===== config.mk =====
export PLATFORM = sky130hd
export DESIGN_NAME = serial_result_display
export DESIGN_NICKNAME = d
export VERILOG_FILES = /design/src/rtl/serial_result_display_pkg.sv /design/src/rtl/ser_shift_stage.sv /design/src/rtl/hold_latch.sv /design/src/rtl/serial_result_display.sv
export SDC_FILE = /design/constraint.sdc
export NUM_CORES = 1
export LEC_CHECK = 0
export CORE_AREA = 2 2 58 60
export CTS_CLUSTER_DIAMETER = 200
export DETAILED_ROUTE_END_ITERATION = 8
export DIE_AREA = 0 0 60 62
export PLACE_DENSITY = 0.72
export SYNTH_ARGS = -nofsm -noshare
export SYNTH_HDL_FRONTEND = slang
export SYNTH_SLANG_ARGS = --single-unit

===== constraint.sdc =====
create_clock -name clk -period 0.8 [get_ports clk]
set_input_delay 0.24 -clock clk [delete_from_list [all_inputs] [get_ports clk]]
set_output_delay 0.24 -clock clk [all_outputs]
set_load 0.02 [all_outputs]

===== src/rtl/serial_result_display_pkg.sv =====
package serial_result_display_pkg;

   // Order in which the bits of a packet arrive on the serial line
   typedef enum logic {
      ORDER_LSB_FIRST = 1'b0,
      ORDER_MSB_FIRST = 1'b1
   } bit_order_e;

   localparam int unsigned MIN_DATA_W = 2;
   localparam int unsigned MAX_DEPTH  = 16;

endpackage


===== src/rtl/ser_shift_stage.sv =====
module ser_shift_stage
   import serial_result_display_pkg::*;
#(
   parameter int unsigned DATA_W = 8,
   parameter bit_order_e  ORDER  = ORDER_LSB_FIRST
) (
   input  logic              clk,
   input  logic              rst_n,
   input  logic              shift_en,
   input  logic              bit_in,
   output logic [DATA_W-1:0] word_q
);

   localparam int unsigned ENTRY_IDX = (ORDER == ORDER_LSB_FIRST) ? DATA_W - 1 : 0;

   logic [DATA_W-1:0] word_nxt;

   if (DATA_W < MIN_DATA_W) begin : g_bad_width
      $error("ser_shift_stage: DATA_W below minimum");
   end

   generate
      if (ORDER == ORDER_LSB_FIRST) begin : g_lsb_first
         always_comb word_nxt = {bit_in, word_q[DATA_W-1:1]};
      end else begin : g_msb_first
         always_comb word_nxt = {word_q[DATA_W-2:0], bit_in};
      end
   endgenerate

   always_ff @(posedge clk or negedge rst_n) begin
      if (!rst_n) begin
         word_q <= '0;
      end else if (shift_en) begin
         word_q <= word_nxt;
      end
   end


   stage_reset_clear_chk: assert property (@(posedge clk) !rst_n |-> word_q == '0);


   stage_entry_bit_chk: assert property (@(posedge clk) disable iff (!rst_n)
      shift_en |=> word_q[ENTRY_IDX] == $past(bit_in));


   stage_hold_chk: assert property (@(posedge clk) disable iff (!rst_n)
      !shift_en |=> $stable(word_q));

endmodule


===== src/rtl/hold_latch.sv =====
module hold_latch #(
   parameter int unsigned DATA_W = 8
) (
   input  logic              clk,
   input  logic              rst_n,
   input  logic              load,
   input  logic [DATA_W-1:0] d,
   output logic [DATA_W-1:0] q
);

   always_ff @(posedge clk or negedge rst_n) begin
      if (!rst_n) begin
         q <= '0;
      end else if (load) begin
         q <= d;
      end
   end


   latch_reset_clear_chk: assert property (@(posedge clk) !rst_n |-> q == '0);


   latch_capture_chk: assert property (@(posedge clk) disable iff (!rst_n)
      load |=> q == $past(d));


   latch_steady_chk: assert property (@(posedge clk) disable iff (!rst_n)
      !load |=> $stable(q));

endmodule


===== src/rtl/serial_result_display.sv =====
module serial_result_display
   import serial_result_display_pkg::*;
#(
   parameter int unsigned DATA_W = 8,
   parameter int unsigned DEPTH  = 2,
   parameter bit_order_e  ORDER  = ORDER_LSB_FIRST
) (
   input  logic                    clk,
   input  logic                    rst_n,
   input  logic                    ser_in,
   input  logic                    shift_en,
   input  logic                    latch_stb,
   output logic [DATA_W-1:0]       live_byte,
   output logic [DEPTH*DATA_W-1:0] hist_flat
);

   localparam int unsigned ENTRY_IDX = (ORDER == ORDER_LSB_FIRST) ? DATA_W - 1 : 0;
   localparam int unsigned EXIT_IDX  = (ORDER == ORDER_LSB_FIRST) ? 0 : DATA_W - 1;

   if (DEPTH < 1 || DEPTH > MAX_DEPTH) begin : g_bad_depth
      $error("serial_result_display: DEPTH out of range");
   end
   if (DATA_W < MIN_DATA_W) begin : g_bad_width
      $error("serial_result_display: DATA_W below minimum");
   end

   logic [DATA_W-1:0] stage_word [DEPTH];
   logic              chain_bit  [DEPTH];

   assign chain_bit[0] = ser_in;

   generate
      for (genvar g = 0; g < DEPTH; g++) begin : g_slot
         if (g > 0) begin : g_link
            assign chain_bit[g] = stage_word[g-1][EXIT_IDX];


            chain_link_chk: assert property (@(posedge clk) disable iff (!rst_n)
               shift_en |=> stage_word[g][ENTRY_IDX] == $past(stage_word[g-1][EXIT_IDX]));
         end

         ser_shift_stage #(
            .DATA_W (DATA_W),
            .ORDER  (ORDER)
         ) u_stage (
            .clk      (clk),
            .rst_n    (rst_n),
            .shift_en (shift_en),
            .bit_in   (chain_bit[g]),
            .word_q   (stage_word[g])
         );

         hold_latch #(
            .DATA_W (DATA_W)
         ) u_latch (
            .clk   (clk),
            .rst_n (rst_n),
            .load  (latch_stb),
            .d     (stage_word[g]),
            .q     (hist_flat[g*DATA_W +: DATA_W])
         );
      end
   endgenerate

   assign live_byte = stage_word[0];


   history_frozen_chk: assert property (@(posedge clk) disable iff (!rst_n)
      !latch_stb |=> $stable(hist_flat));

endmodule


== After elaboration in Yosys (flattened, before gate mapping) ==
Cells that the tools add are included.

* Latch bits: 0
* RAM bits: 0
* Bits of input ports: 5
* ROM bits: 0
* Word-level logic and storage cells: 4
* Memories kept: 0
* Output and inout bits: 24
* Flip-flop bits (word level): 32

* Add/subtract/negate cells: 0
* Multiply operators: 0
* Order comparisons: 0
* Multiplexer cells: 0
* Equal/unequal tests: 0
* Div/mod/pow operators: 0
* Bitwise operators: 0
* Reduce and logical (&&, ||, !) cells: 0
* Shift operators: 0

== Depth between registers and ports, before layout ==
* Word-level depth: 0
* Gate-level depth with buffers: 3
* Gate-level depth less buffers: 1

== By module ==
From an unflattened synthesis, not the netlist that was laid out.

* Cell total of the unflattened synthesis: 68
* Area total of the unflattened synthesis: 1326.3 um^2

{| class="wikitable"
|+ Modules (own cells, without submodules)
! module !! area an instance (um^2) !! cells each !! sequential area each (um^2) !! times used
|-
| hold_latch || 331.6 || 17 || 200.2 || 2
|-
| ser_shift_stage || 331.6 || 17 || 200.2 || 2
|}

== Worst setup path before layout ==
OpenSTA, ideal clock, no wires.

* Path type: input -> register
* From: input port latch_stb
* To: register g_slot[0].u_latch.q[0]
* Setup time: 0.125 ns
* Stages on the path: 3
* Path slack: -0.102 ns
* Arrival time: 0.776 ns
* Data required time: 0.675 ns
* Path buffers: 2
* Cells stage by stage: buf_6 -> buf_12 -> mux2_4

{| class="wikitable"
|+ RTL lines
! what !! line !! RTL
|-
| start: declaration || serial_result_display.sv:12 || <nowiki>input logic latch_stb,</nowiki>
|-
| end signal: assignment || hold_latch.sv:13 || <nowiki>q <= '0;</nowiki>
|-
| end signal: assignment || hold_latch.sv:15 || <nowiki>q <= d;</nowiki>
|-
| end: declaration || hold_latch.sv:8 || <nowiki>output logic [DATA_W-1:0] q</nowiki>
|}

No word-level cell between the ends.

== Final worst setup path ==
* From: register g_slot[0].u_latch.q[4]
* To: output port hist_flat[4]

{| class="wikitable"
|+ RTL lines
! what !! line !! RTL
|-
| end: declaration || serial_result_display.sv:14 || <nowiki>output logic [DEPTH*DATA_W-1:0] hist_flat</nowiki>
|}

No word-level cell between the ends.

==> results_dict.tcl <==
set metrics [dict create \
    rr_worst_depth 3 \
    maxSlewHeadroom 0.883 \
    grt_pass1_vias 750 \
    synth_fp_nets 74 \
    n_antenna_cell 0 \
    cts_buffers 5 \
    regArea_um2 813 \
    hold_viol 0 \
    grt_max_degree 33 \
    multi_input_area_um2 465 \
    rsz0062_at_grt "yes" \
    grtUsageTotal 0.148 \
    gp_congestion 0.705 \
    status "finished, violations left" \
    placed_area_um2 1740 \
    path_cells "buf_6" \
    synth_top_area_cell "dfrtp_1" \
    io_pins 29 \
    drt_iter0_drc 6 \
    dr.pass1.iters 2 \
    area_growth_pct 57.0 \
    die_area_um2 3720 \
    clk_pin_slew_ns 0.10 \
    synth_area_per_cell_um2 18.9 \
    final-max-slew-violation-count 0 \
    end_kind "primary output" \
    cts_tree "built" \
    core_um2 3180 \
    r2r-end "g_slot[0].u_stage.word_q[2]" \
    fin_crit_ns 1.13 \
    port_buffers 28 \
    fin_skew_ns 0.00989 \
    cap_viol_max_count 0 \
    layout_common_cells "38 x buf_6, 28 x mux2_4, 22 x dfrtp_1, 10 x dfrtp_2, 5 x clkbuf_4" \
    stdcell_area_um2 2050 \
    critPathKind "flip-flop to primary output" \
    drc 0 \
    cp.required_ns 0.56 \
    critPathTopFamily "flip-flops" \
    ant_nets 0 \
    path_buf_inv 1 \
    syn-cell-area_um2 1310 \
    setup_tns_ns -10.07 \
    dp_worst_setup_slack_ns -0.619 \
    wire_per_inst_um 14.2 \
    min_path_type "primary input to asynchronous set/reset pin" \
    synth_top_area_frac 0.613 \
    die_h_um 62 \
    viasPerCell 4.41 \
    synth_warnings 0 \
    rr_startpoint "g_slot[0].u_stage.word_q[2]" \
    worst_slew_pin_slew_ns 0.176 \
    cts.path.max_buffers 2 \
    drive_gt1_frac 0.797 \
    grt_pass1_wl_um 3810 \
    p_leak_nw 0.998 \
    overflow 0 \
    ys_seq_area_frac 0.613 \
    syn_inst 69 \
    rows 21 \
    power_density_nw_per_um2 3660 \
    synth_cell_type_count 6 \
    cts_root_buf "clkbuf_4" \
    die_x_um 60 \
    setup_viol 45 \
    synthTopCellsByArea "dfrtp_1 61%, mux2_4 23%, mux2_2 10%, buf_12 3.1%, buf_6 1.7%" \
    final_common_cell "buf_6" \
    crit_fanout 2 \
    initial_utilization 0.411 \
    r2r_setup_slack_ns -0.25 \
    vias 745 \
    cp.arrival_ns 0.89 \
    violations "negative setup slack" \
    slowest_delay_ns 0.42 \
    drt-total-wl_um 2390 \
    fmax_mhz 881 \
    finalCritPeriodShare 1.42 \
    antenna_found_initial 0 \
    final_nets 127 \
    utilization 0.645 \
    insertion_delay_ns 0.33 \
    vdd_drop_max_mv 1.85 \
    htree_num_levels 2 \
    finalWorstSetupSlack_ns -0.334 \
    start_kind "flip-flop" \
    crit_path_top_delay_cell "dfrtp_1" \
    cts_sinks 32 \
    fillers 228 \
    ys_seq_elements 32 \
]
-- metal layers --
metal,vias to the layer above,share of wire,global-route usage
met3,7,0.038,0.0414
met5,-,0,0
met4,0,0.025,0.0857
li1,345,-,-
met2,19,0.50,0.220
met1,374,0.44,0.194
-- where the power goes --
part	total (mW)	internal, mW	leakage (nW)	switching, mW
Sequential	2.81	2.29	0.372	0.523
Clock	1.38	0.830	0.0515	0.545
Combinational	3.31	2.18	0.574	1.13
Total	7.50	5.30	0.998	2.20
-- logic make-up after synthesis --
logic type,after synthesis,synth area share
buf+inv,5,0.0536
flops,32,0.613
mux,32,0.333
-- flip-flops by register name, indices dropped and copies added (netlist names) --
signal / count
g_slot.u_stage.word_q: 16
g_slot.u_latch.q: 16
-- worst max path at each step --
| stage | slack, ns | to | cells past startpoint | startpoint |
|---|---|---|---|---|
| 2_1_floorplan | -0.1 | g_slot[0].u_latch.q[0] | 3 | latch_stb |
| 3_3_place_gp | -0.59 | g_slot[1].u_latch.q[1] | 3 | latch_stb |
| 3_5_place_dp | -0.62 | g_slot[0].u_stage.word_q[2] | 3 | shift_en |
| 4_1_cts | -0.35 | live_byte[2] | 1 | g_slot[0].u_stage.word_q[2] |
| 5_1_grt | -0.38 | hist_flat[15] | 1 | g_slot[1].u_latch.q[7] |
| 6_report | -0.33 | hist_flat[4] | 1 | g_slot[0].u_latch.q[4] |
-- synth_stat cells --
cell type   n
buf_12      2
buf_4       1
buf_6       2
dfrtp_1    32
mux2_2     12
mux2_4     20
-- stage by stage --
step | hold slack (ns) | power (mW) | std cells
after floorplan | -0.0556 | 4.16 | 69
after global placement | 0.494 | 5.53 | 154
after detailed placement | 0.496 | 5.58 | 154
after CTS | 0.254 | 7.31 | 165
after global routing | 0.257 | 7.91 | 169
final | 0.265 | 7.50 | 169
-- cell type report --
cell class                      count  share of cell area
Clock buffer                        7              0.0317
Timing Repair Buffer               51               0.302
Multi-Input combinational cell     32               0.227
Sequential cell                    32               0.397
Clock inverter                      1              0.0146
Tap cell                           46              0.0281
-- repair_timing --
| action | 4_1_cts | 5_1_grt |
|---|---|---|
| setup buffers | 4 | 10 |
| setup endpoints to repair | 56 | 52 |
| hold buffers | 0 | 0 |
| resized for setup | 157 | 20 |
| cloned | 2 | 0 |
| endpoints found under the hold margin | 0 | 0 |
Power figures use the tool's default switching activity.
